<file path="config.mk">
export PLATFORM = sky130hd
export DESIGN_NAME = nand_fe_top
export DESIGN_NICKNAME = d
export VERILOG_FILES = /design/src/rtl/nand_fe_pkg.sv /design/src/rtl/nand_fe_strobe.sv /design/src/rtl/nand_fe_busy.sv /design/src/rtl/nand_fe_colptr.sv /design/src/rtl/nand_fe_top.sv
export SDC_FILE = /design/constraint.sdc
export NUM_CORES = 1
export LEC_CHECK = 0
export BUFFER_PORTS_ARGS = -buffer_cell sky130_fd_sc_hd__buf_2
export CAP_MARGIN = 10
export CORE_MARGIN = 10
export CORE_UTILIZATION = 35
export DETAILED_ROUTE_END_ITERATION = 8
export RECOVER_POWER = 100
export REMOVE_ABC_BUFFERS = 1
export SLEW_MARGIN = 40
export SYNTH_ARGS = -nofsm -noshare
export SYNTH_HDL_FRONTEND = slang
export SYNTH_SLANG_ARGS = --single-unit
</file>
<file path="constraint.sdc">
create_clock -name clk -period 3.3 [get_ports clk]
set_input_delay 0.33 -clock clk [delete_from_list [all_inputs] [get_ports clk]]
set_output_delay 0.33 -clock clk [all_outputs]
set_load 0.01 [all_outputs]
</file>
<file path="src/rtl/nand_fe_pkg.sv">
package nand_fe_pkg;

    localparam int COL_W      = 10;
    localparam int ROW_W      = 15;
    localparam int BYTE_W     = 8;
    localparam int HALF_COLS  = 256;
    localparam int SPARE_BASE = 512;
    localparam int SPARE_COLS = 16;
    localparam int LAST_COL   = SPARE_BASE + SPARE_COLS - 1;
    localparam int SPARE_IDX_W = $clog2(SPARE_COLS);

    localparam logic [BYTE_W-1:0] OP_PTR_LOW   = 8'h00;
    localparam logic [BYTE_W-1:0] OP_PTR_HIGH  = 8'h01;
    localparam logic [BYTE_W-1:0] OP_PTR_SPARE = 8'h50;
    localparam logic [BYTE_W-1:0] OP_PROG_OPEN = 8'h80;
    localparam logic [BYTE_W-1:0] OP_PROG_GO   = 8'h10;
    localparam logic [BYTE_W-1:0] OP_ERASE_OPEN = 8'h60;
    localparam logic [BYTE_W-1:0] OP_ERASE_GO  = 8'hD0;
    localparam logic [BYTE_W-1:0] OP_IDENT     = 8'h90;
    localparam logic [BYTE_W-1:0] OP_STATUS    = 8'h70;
    localparam logic [BYTE_W-1:0] OP_RESET     = 8'hFF;

    typedef enum logic [3:0] {
        ST_IDLE,
        ST_RD_ADDR,
        ST_PG_ADDR,
        ST_PG_DATA,
        ST_ER_ADDR,
        ST_BUSY_RD,
        ST_BUSY_PG,
        ST_BUSY_ER,
        ST_RD_DATA
    } fe_state_e;

    typedef enum logic [1:0] {
        SRC_NONE   = 2'd0,
        SRC_ARRAY  = 2'd1,
        SRC_IDENT  = 2'd2,
        SRC_STATUS = 2'd3
    } rd_src_e;

    typedef enum logic [1:0] {
        REG_FIRST,
        REG_SECOND,
        REG_SPARE
    } col_region_e;

    typedef struct packed {
        logic              cmd;
        logic              addr;
        logic              data;
        logic              rd_step;
        logic [BYTE_W-1:0] val;
    } bus_ev_t;

endpackage

</file>
<file path="src/rtl/nand_fe_strobe.sv">
module nand_fe_strobe
    import nand_fe_pkg::*;
(
    input  logic              clk,
    input  logic              rst_n,
    input  logic              ce_n,
    input  logic              cle,
    input  logic              ale,
    input  logic              we_n,
    input  logic              re_n,
    input  logic [BYTE_W-1:0] io_in,
    output bus_ev_t           ev
);

    logic we_q;
    logic re_q;
    logic we_rise;

    always_ff @(posedge clk) begin
        if (!rst_n) begin
            we_q <= 1'b1;
            re_q <= 1'b1;
        end else begin
            we_q <= we_n;
            re_q <= re_n;
        end
    end

    assign we_rise = !we_q && we_n && !ce_n;

    always_comb begin
        ev.cmd     = we_rise && cle && !ale;
        ev.addr    = we_rise && ale && !cle;
        ev.data    = we_rise && !cle && !ale;
        ev.rd_step = re_q && !re_n && !ce_n;
        ev.val     = io_in;
    end

endmodule

</file>
<file path="src/rtl/nand_fe_busy.sv">
module nand_fe_busy #(
    parameter int CNT_W = 8
) (
    input  logic             clk,
    input  logic             rst_n,
    input  logic             clear,
    input  logic             load,
    input  logic [CNT_W-1:0] load_val,
    output logic [CNT_W-1:0] cnt,
    output logic             done
);

    always_ff @(posedge clk) begin
        if (!rst_n) begin
            cnt <= '0;
        end else if (clear) begin
            cnt <= '0;
        end else if (load) begin
            cnt <= load_val;
        end else if (cnt != '0) begin
            cnt <= cnt - 1'b1;
        end
    end

    assign done = (cnt == CNT_W'(1));

endmodule

</file>
<file path="src/rtl/nand_fe_colptr.sv">
module nand_fe_colptr
    import nand_fe_pkg::*;
(
    input  logic              clk,
    input  logic              rst_n,
    input  logic              clear,
    input  logic              region_set,
    input  col_region_e       region_val,
    input  logic              load,
    input  logic [BYTE_W-1:0] load_byte,
    input  logic              step,
    input  logic              revert,
    output logic [COL_W-1:0]  col,
    output col_region_e       region
);

    logic [COL_W-1:0] load_col;

    always_comb begin
        unique case (region)
            REG_SECOND: load_col = COL_W'(HALF_COLS) + COL_W'(load_byte);
            REG_SPARE:  load_col = COL_W'(SPARE_BASE) + COL_W'(load_byte[SPARE_IDX_W-1:0]);
            default:    load_col = COL_W'(load_byte);
        endcase
    end

    always_ff @(posedge clk) begin
        if (!rst_n) begin
            region <= REG_FIRST;
            col    <= '0;
        end else begin
            if (clear) begin
                region <= REG_FIRST;
            end else if (region_set) begin
                region <= region_val;
            end else if (revert && region == REG_SECOND) begin
                region <= REG_FIRST;
            end

            if (clear) begin
                col <= '0;
            end else if (load) begin
                col <= load_col;
            end else if (step && col != COL_W'(LAST_COL)) begin
                col <= col + 1'b1;
            end
        end
    end

endmodule

</file>
<file path="src/rtl/nand_fe_top.sv">
module nand_fe_top
    import nand_fe_pkg::*;
#(
    parameter int T_READ  = 600,
    parameter int T_PROG  = 2000,
    parameter int T_ERASE = 16000
) (
    input  logic              clk,
    input  logic              rst_n,
    input  logic              ce_n,
    input  logic              cle,
    input  logic              ale,
    input  logic              we_n,
    input  logic              re_n,
    input  logic              wp_n,
    input  logic [BYTE_W-1:0] io_in,
    output logic              rb_n,
    output logic [COL_W-1:0]  col_addr,
    output logic [ROW_W-1:0]  row_addr,
    output logic [1:0]        rd_src,
    output logic [BYTE_W-1:0] status
);

    localparam int T_MAX_RP = (T_READ > T_PROG) ? T_READ : T_PROG;
    localparam int T_MAX    = (T_MAX_RP > T_ERASE) ? T_MAX_RP : T_ERASE;
    localparam int CNT_W    = $clog2(T_MAX + 1);
    localparam int LO_W     = BYTE_W;
    localparam int HI_W     = ROW_W - BYTE_W;

    fe_state_e   state, nxt;
    bus_ev_t     ev;
    logic [1:0]  addr_cnt;
    logic [ROW_W-1:0] row_q;
    logic        fail_q;
    rd_src_e     src_q;
    logic        cmd_seen;

    // control strobes produced by the next-state logic
    logic        busy_load, busy_clr, busy_done;
    logic [CNT_W-1:0] busy_val, busy_cnt;
    logic        reg_set, col_load, col_step, col_revert, col_clr;
    col_region_e reg_val, region;
    logic        row_lo_we, row_hi_we, cnt_rst, cnt_inc;
    logic        fail_set, fail_clr, src_set;
    rd_src_e     src_val;
    logic        is_busy, pend_op;

    nand_fe_strobe u_strobe (
        .clk   (clk),
        .rst_n (rst_n),
        .ce_n  (ce_n),
        .cle   (cle),
        .ale   (ale),
        .we_n  (we_n),
        .re_n  (re_n),
        .io_in (io_in),
        .ev    (ev)
    );

    nand_fe_busy #(.CNT_W(CNT_W)) u_busy (
        .clk      (clk),
        .rst_n    (rst_n),
        .clear    (busy_clr),
        .load     (busy_load),
        .load_val (busy_val),
        .cnt      (busy_cnt),
        .done     (busy_done)
    );

    nand_fe_colptr u_col (
        .clk        (clk),
        .rst_n      (rst_n),
        .clear      (col_clr),
        .region_set (reg_set),
        .region_val (reg_val),
        .load       (col_load),
        .load_byte  (ev.val),
        .step       (col_step),
        .revert     (col_revert),
        .col        (col_addr),
        .region     (region)
    );

    assign cmd_seen = ev.cmd;
    assign is_busy  = (state == ST_BUSY_RD) || (state == ST_BUSY_PG) || (state == ST_BUSY_ER);
    assign pend_op  = (state == ST_PG_ADDR) || (state == ST_PG_DATA) || (state == ST_ER_ADDR);

    // state register
    always_ff @(posedge clk) begin
        if (!rst_n) begin
            state <= ST_IDLE;
        end else begin
            state <= nxt;
        end
    end

    // next state and control
    always_comb begin
        nxt        = state;
        busy_load  = 1'b0;
        busy_clr   = 1'b0;
        busy_val   = '0;
        reg_set    = 1'b0;
        reg_val    = REG_FIRST;
        col_load   = 1'b0;
        col_step   = 1'b0;
        col_revert = 1'b0;
        col_clr    = 1'b0;
        row_lo_we  = 1'b0;
        row_hi_we  = 1'b0;
        cnt_rst    = 1'b0;
        cnt_inc    = 1'b0;
        fail_set   = 1'b0;
        fail_clr   = 1'b0;
        src_set    = 1'b0;
        src_val    = SRC_NONE;

        // countdown expiry
        if (is_busy && busy_done) begin
            if (state == ST_BUSY_RD) begin
                nxt     = ST_RD_DATA;
                src_set = 1'b1;
                src_val = SRC_ARRAY;
            end else begin
                nxt = ST_IDLE;
            end
        end

        if (ev.cmd) begin
            if (ev.val == OP_RESET) begin
                nxt      = ST_IDLE;
                busy_clr = 1'b1;
                col_clr  = 1'b1;
                fail_clr = 1'b1;
                src_set  = 1'b1;
                src_val  = SRC_NONE;
            end else if (ev.val == OP_STATUS) begin
                src_set = 1'b1;
                src_val = SRC_STATUS;
            end else if (is_busy) begin
                nxt = state;
                if (busy_done) begin
                    nxt = (state == ST_BUSY_RD) ? ST_RD_DATA : ST_IDLE;
                end
            end else if (pend_op) begin
                if (state == ST_PG_DATA && ev.val == OP_PROG_GO) begin
                    if (wp_n) begin
                        nxt       = ST_BUSY_PG;
                        busy_load = 1'b1;
                        busy_val  = CNT_W'(T_PROG);
                    end else begin
                        nxt      = ST_IDLE;
                        fail_set = 1'b1;
                    end
                end else if (state == ST_ER_ADDR && ev.val == OP_ERASE_GO && addr_cnt == 2'd2) begin
                    if (wp_n) begin
                        nxt       = ST_BUSY_ER;
                        busy_load = 1'b1;
                        busy_val  = CNT_W'(T_ERASE);
                    end else begin
                        nxt      = ST_IDLE;
                        fail_set = 1'b1;
                    end
                end else begin
                    nxt      = ST_IDLE;
                    fail_set = 1'b1;
                    src_set  = 1'b1;
                    src_val  = SRC_NONE;
                end
            end else begin
                src_set = 1'b1;
                src_val = SRC_NONE;
                cnt_rst = 1'b1;
                unique case (ev.val)
                    OP_PTR_LOW: begin
                        nxt = ST_RD_ADDR; reg_set = 1'b1; reg_val = REG_FIRST;
                    end
                    OP_PTR_HIGH: begin
                        nxt = ST_RD_ADDR; reg_set = 1'b1; reg_val = REG_SECOND;
                    end
                    OP_PTR_SPARE: begin
                        nxt = ST_RD_ADDR; reg_set = 1'b1; reg_val = REG_SPARE;
                    end
                    OP_PROG_OPEN: begin
                        nxt = ST_PG_ADDR; fail_clr = 1'b1;
                    end
                    OP_ERASE_OPEN: begin
                        nxt = ST_ER_ADDR; fail_clr = 1'b1;
                    end
                    OP_IDENT: begin
                        nxt = ST_IDLE; src_val = SRC_IDENT;
                    end
                    default: begin
                        nxt = ST_IDLE;
                    end
                endcase
            end
        end else if (ev.addr) begin
            if (state == ST_RD_ADDR || state == ST_PG_ADDR) begin
                cnt_inc = 1'b1;
                unique case (addr_cnt)
                    2'd0: col_load  = 1'b1;
                    2'd1: row_lo_we = 1'b1;
                    default: begin
                        row_hi_we  = 1'b1;
                        col_revert = 1'b1;
                        if (state == ST_RD_ADDR) begin
                            nxt       = ST_BUSY_RD;
                            busy_load = 1'b1;
                            busy_val  = CNT_W'(T_READ);
                        end else begin
                            nxt = ST_PG_DATA;
                        end
                    end
                endcase
            end else if (state == ST_ER_ADDR && addr_cnt < 2'd2) begin
                cnt_inc   = 1'b1;
                row_lo_we = (addr_cnt == 2'd0);
                row_hi_we = (addr_cnt == 2'd1);
            end
        end else if (ev.data) begin
            col_step = (state == ST_PG_DATA);
        end else if (ev.rd_step) begin
            col_step = (state == ST_RD_DATA);
        end
    end

    // datapath registers
    always_ff @(posedge clk) begin
        if (!rst_n) begin
            addr_cnt <= '0;
            row_q    <= '0;
            fail_q   <= 1'b0;
            src_q    <= SRC_NONE;
        end else begin
            if (cnt_rst) begin
                addr_cnt <= '0;
            end else if (cnt_inc) begin
                addr_cnt <= addr_cnt + 1'b1;
            end
            if (row_lo_we) begin
                row_q[LO_W-1:0] <= ev.val;
            end
            if (row_hi_we) begin
                row_q[ROW_W-1:LO_W] <= ev.val[HI_W-1:0];
            end
            if (fail_set) begin
                fail_q <= 1'b1;
            end else if (fail_clr) begin
                fail_q <= 1'b0;
            end
            if (src_set) begin
                src_q <= src_val;
            end
        end
    end

    // outputs
    always_comb begin
        rb_n     = !is_busy;
        row_addr = row_q;
        rd_src   = src_q;
        status   = {wp_n, !is_busy, 5'b0, fail_q};
    end

endmodule

</file>
Yosys cells after proc, flatten, opt, wreduce, memory -nomap -nowiden

Index checks and enable logic that the tools add are counted.

Bitwise logic cells: 1
Add/sub/neg operators: 5
Reduce and logical (&&, ||, !) cells: 40
$lt $le $gt $ge: 1
Equality and inequality tests: 24
Mux-type cells: 128

Operators with widths:

| operator                | count |
|---|---|
| $mux W14                | 10 |
| $mux W1                 | 77 |
| $mux W10                | 6 |
| $mux W4                 | 13 |
| $eq A8 B8 Y1 const B    | 4 |
| $mux W2                 | 15 |
| $eq A8 B7 Y1 const B    | 3 |
| $pmux W10 S2            | 1 |
| $logic_and A1 B1 Y1     | 17 |
| $eq A4 B3 Y1 const B    | 4 |
| $eq A14 B1 Y1 const B   | 1 |
| $reduce_bool A14 Y1     | 1 |
| $sub A14 B1 Y14 const B | 1 |
| $mux W11                | 1 |
| $add A10 B1 Y10 const B | 1 |
| $add A10 B4 Y10 const A | 1 |
| $add A9 B8 Y10 const A  | 1 |
| $ne A10 B10 Y1 const B  | 1 |
| $mux W3                 | 3 |
| $pmux W3 S3             | 1 |
| $eq A4 B2 Y1 const B    | 2 |
| $eq A8 B1 Y1 const B    | 1 |
| $eq A8 B5 Y1 const B    | 1 |
| $logic_not A8 Y1        | 1 |
| other kinds (15)        | 32 |

Flip-flop bits (word level): 52

Depth between registers and ports, before layout

Depth after elaboration: 12
Depth in mapped cells: 8
Mapped depth without buffers: 8

Modules after synthesis

From an unflattened synthesis, not the netlist that was laid out.

Cells, all modules: 411
Area total of the unflattened synthesis: 3504.6 sq um

Modules (own cells, without submodules):

| module         | area each (sq um) | instances | sequential area each (sq um) | cells each |
|---|---|---|---|---|
| nand_fe_top    | 1701.6            | 1         | 480.5                        | 202 |
| nand_fe_busy   | 915.9             | 1         | 280.3                        | 102 |
| nand_fe_colptr | 726.9             | 1         | 240.2                        | 89 |
| nand_fe_strobe | 160.2             | 1         | 40.0                         | 18 |

Least setup slack after synthesis

No wires, ideal clock.

Kind: input to register
Start: in ce_n
End: reg u_col.col[9]
Cell stages on the path: 6
Data arrival time: 2301 ps
Slack: 919 ps
Data required time: 3221 ps
Setup time: 79 ps
Path through: or4b_4 or4_4 a2111oi_4 nand3_1 xor2_1 a211oi_2

Word-level cells in the longest chain between the ends: 9

Ends and longest elaborated chain:

| item                                | RTL line                                   | RTL |
|---|---|---|
| start, declared                     | nand_fe_top.sv:10                          | `input logic ce_n,` |
| $logic_not A1 Y1 (*)                | nand_fe_strobe.sv:29, nand_fe_strobe.sv:35 |  |
| $logic_and A1 B1 Y1                 | nand_fe_strobe.sv:29                       | `assign we_rise = !we_q && we_n && !ce_n;` |
| $logic_and A1 B1 Y1 (2 in a row)    | nand_fe_strobe.sv:34                       | `ev.data = we_rise && !cle && !ale;` |
| $mux W1                             | nand_fe_top.sv:221                         | `end else if (ev.data) begin` |
| $mux W1                             | nand_fe_top.sv:198                         | `end else if (ev.addr) begin` |
| $mux W1                             | nand_fe_top.sv:129                         | `if (ev.cmd) begin` |
| $logic_and A1 B1 Y1                 | nand_fe_colptr.sv:44                       | `end else if (step && col != COL_W'(LAST_COL)) begin` |
| $reduce_bool A2 Y1 (no source line) | n/a                                        |  |
| end signal, assigned                | nand_fe_colptr.sv:43                       | `col <= load_col;` |
| end signal, assigned                | nand_fe_colptr.sv:45                       | `col <= col + 1'b1;` |
| end, declared                       | nand_fe_colptr.sv:13                       | `output logic [COL_W-1:0] col,` |

Mark *: on every way between the ends. The rest lies on a longest branch, timed or not.
A chain may end at the register's enable or synchronous reset.

Final worst setup path

Start: reg u_strobe.we_q
End: reg row_q[6], in the netlist row_addr[6]

Word-level cells in the longest chain between the ends: 7

Ends and longest elaborated chain:

| item                                 | RTL line             | RTL |
|---|---|---|
| start, declared                      | nand_fe_strobe.sv:15 | `logic we_q;` |
| start signal, assigned               | nand_fe_strobe.sv:24 | `we_q <= we_n;` |
| $logic_not A1 Y1 (*)                 | nand_fe_strobe.sv:29 |  |
| $logic_and A1 B1 Y1 (*) (2 in a row) | nand_fe_strobe.sv:29 |  |
| $logic_and A1 B1 Y1 (2 in a row)     | nand_fe_strobe.sv:33 | `ev.addr = we_rise && ale && !cle;` |
| $mux W1                              | nand_fe_top.sv:198   |  |
| $mux W1 (*)                          | nand_fe_top.sv:129   |  |
| end signal, assigned by index        | nand_fe_top.sv:242   | `row_q[LO_W-1:0] <= ev.val;` |
| end signal, assigned by index        | nand_fe_top.sv:245   | `row_q[ROW_W-1:LO_W] <= ev.val[HI_W-1:0];` |
| end, declared                        | nand_fe_top.sv:33    | `logic [ROW_W-1:0] row_q;` |

Marked as above.

==> impl_metrics.toml <==
[synth]
yosys_register_bits = 52
avgSynthCellArea_um2 = 8.36
synthArstFlopShare_pct = 0
synth_cells = 351
synthFlopType = "dfxtp_1"
yosysUniqueCellTypes = 59
synth-edff-count = 0
syn-cell-area_mm2 = 0.00293
yosysWarnings = 0
seq_area_frac_synth_pct = 35.5

[worst_setup_path]
cp-start-kind = "flip-flop"
critPathMostFrequentCell = "nor2_1"
cp.arrival_ns = 2.87
reg2reg_to = "row_addr[6]$_SDFFE_PN0P_"
crit_type = "flip-flop to flip-flop"
crit_fanout = 8
rr_startpoint = "u_strobe.we_q$_SDFF_PN1_"
critPathLaunch = "u_strobe.we_q$_SDFF_PN1_"
cp.required_ns = 3.50
worst_setup_path_end_kind = "flip-flop"
reg2reg_slack_ns = 0.63
cpPeakStageDelay_ns = 0.74
ff2ff_path_depth = 6
cp-endpoint = "row_addr[6]$_SDFFE_PN0P_"
slowest_stage = "nor2_1"
crit_chain = "or4b_1, nor2_1, o21ai_0, nor2_1, mux2i_1, nor2_1"

[power_and_ir_drop]
p_int_uw = 1110
leakagePower_uw = 0.00123
ir_worst_vdd_mv = 0.220
power_density_mw_per_mm2 = 523
pwr-share-comb_pct = 33.7
p_seq_share_pct = 44.8
clkPwrFrac_pct = 21.5
switching_share_pct = 35.8
power.switching_uw = 618

[floorplanning]
start_util_pct = 35.9
die_height_um = 112
row_count = 33
core-area_mm2 = 0.00818
fp.dieArea_mm2 = 0.0124
die_w_um = 112
io_pins = 52

[sta]
setup_viol = 0
rsz0062_at_grt = "false"
finalCritPeriodShare_pct = 80.8
relSlewSlack_pct = 41.9
hold_violations = 0
tightest_slew_ns = 0.869
max_clock_freq_ghz = 0.375
fin_tns_setup_ns = 0
worst_slack_ns = 0.633
slew_violations = 0
finalClockSkew_ns = 0.0159
finalCriticalPeriod_ns = 2.67

[placement]
place_hpwl_mm = 5.89
place_congestion = 0.878
pre_cts_slack_ns = 0.693
port-buffer-count = 46

[clock_network]
htree_levels = 2
cts_tree = "built"
cts_resized = 0
cts.path.max_buffers = 2
numCtsBuffers = 5
worstSkewPairLatency_ns = 0.32
clock_sinks = 52
clkTransAtPathRegs_ns = 0.10
clock-root-buffer = "clkbuf_8"
post-cts-setup-buffers = 0
postCtsHoldBufs = 0

[grt]
grt-ovfl-total = 0
antenna_found_initial = 0
track_usage_pct = 12.3
first_global_vias = 2529
grt_pass1_wl_mm = 13.0
grt_max_degree = 20

[hold_path]
hold_path_class = "primary input to flip-flop"

[finish]
drive_gt1_share_pct = 10.2
area_growth_pct = 12.3
antenna_cells = 0
nets = 425

[route]
wirelength_mm = 7.77
drt_iter0_markers = 205
vias = 2668
wl_per_cell_um = 15.4
detail-route-antenna-nets = 0
drcViolationCount = 0
drt-pass1-iter-count = 4
routed_via_density = 5.27

[status]
status = "complete, no violations"

[job]
drv_cap = 0
## Yosys cell counts (all sizes together), types with 2 or more instances
library cell  instances  area share, %
and4                  3           0.90
or4b                  2           0.81
and3                  3           0.72
clkbuf                7           0.90
o21a                  2           0.51
inv                  11            1.4
nand2                27            3.5
nand3                17            2.9
nand4                 8            1.7
nand4b                6            1.8
or4                   5            1.4
mux2i                19            6.5
nor4                  6            1.5
xor2                 12            3.6
a31oi                 4           0.85
or2                   5            1.1
nor3                  8            1.5
nor2                 52            6.7
ha                    9            3.8
nand2b               10            2.1
o21ai                13            2.3
xnor2                10            3.0
nand3b                2           0.51
dfxtp                52             35
buf                  10            2.5
a211oi                9            2.6
a21oi                18            3.1
## power groups by stage
| stage | Combinational [µW] | Clock, µW | Sequential (µW) |
|---|---|---|---|
| after floorplan | 459 | 0 | 770 |
| after global placement | 589 | 0 | 785 |
| after detailed placement | 599 | 0 | 787 |
| after CTS | 602 | 380 | 773 |
| after global routing | 653 | 407 | 782 |
| final | 581 | 370 | 772 |
## flip-flops by register name, indices dropped and copies added (netlist names)
register,count
row_addr,15
u_busy.cnt,14
u_col.col,10
state,4
addr_cnt,2
rd_src,2
u_col.region,2
fail_q,1
u_strobe.re_q,1
u_strobe.we_q,1
## routing by layer
| layer | vias up | GRT usage [%] | routed length (µm) |
|---|---|---|---|
| met2 | 79 | 19.2 | 3540 |
| li1 | 1332 | - | - |
| met5 | - | 0 | 0 |
| met1 | 1252 | 16.2 | 3650 |
| met3 | 5 | 3.11 | 489 |
| met4 | 0 | 3.94 | 89 |
## through the flow
stage	instance area, µm²	cells	total power (µW)	hold slack (ns)	utilization (%)
final	3300	506	1720	0.225	40.3
after global routing	3300	506	1840	0.227	40.3
after CTS	3370	506	1760	0.224	41.2
after detailed placement	3280	498	1390	0.470	40.1
after global placement	3280	498	1370	0.457	40.1
after floorplan	2850	338	1230	0.403	-
## worst max-delay path, delay by kind of cell (launching register included)
kind | cells | cell delay (ns)
flip-flops | 1 | 0.32
AND/OR/NAND/NOR | 4 | 1.68
AO/OA/AOI/OAI | 1 | 0.30
multiplexers | 1 | 0.26
## final cells by class
type,count,area [µm²]
fillers,880,4880
multi-input cells,274,1750
flip-flops and latches,52,1040
repair buffers,55,241
well taps,105,131
clock buffers,5,68.8
inverters,12,45.0
clock inverters,3,18.8
## kinds of logic (layout without fill, tap and decap cells)
kind of cell | after synthesis | in the layout | synth area share, %
AO/OA/AOI/OAI | 57 | 57 | 13.2
XOR/XNOR | 22 | 22 | 6.57
adder cells (fa/ha/maj) | 9 | 9 | 3.84
buffers and inverters | 29 | 75 | 4.90
flip-flops | 52 | 52 | 35.5
multiplexers | 19 | 19 | 6.48
other | 1 | 5 | 0.128
AND/OR/NAND/NOR | 162 | 162 | 29.4
## cell usage in the layout (no fill, tap or decap), types with 9 or more instances in the layout
cell type / instances
buf_2: 13
nand3_1: 17
ha_1: 9
nor2_1: 52
xor2_1: 12
o21ai_0: 11
dfxtp_1: 52
nand2b_1: 10
nand2_1: 27
a21oi_1: 18
mux2i_1: 19
clkbuf_1: 37
xnor2_1: 10
inv_1: 11
## worst min-delay path by stage
stage                   startpoint                        to  slack (ns)  cells past startpoint
2_1_floorplan                rst_n  u_strobe.re_q$_SDFF_PN1_        0.40                      1
6_report                      re_n  u_strobe.re_q$_SDFF_PN1_        0.23                      2
3_3_place_gp   fail_q$_SDFFE_PN0P_       fail_q$_SDFFE_PN0P_        0.46                      2
5_1_grt                       re_n  u_strobe.re_q$_SDFF_PN1_        0.23                      2
4_1_cts                       re_n  u_strobe.re_q$_SDFF_PN1_        0.22                      2
3_5_place_dp   fail_q$_SDFFE_PN0P_       fail_q$_SDFFE_PN0P_        0.47                      2
Power figures use the tool's default switching activity.
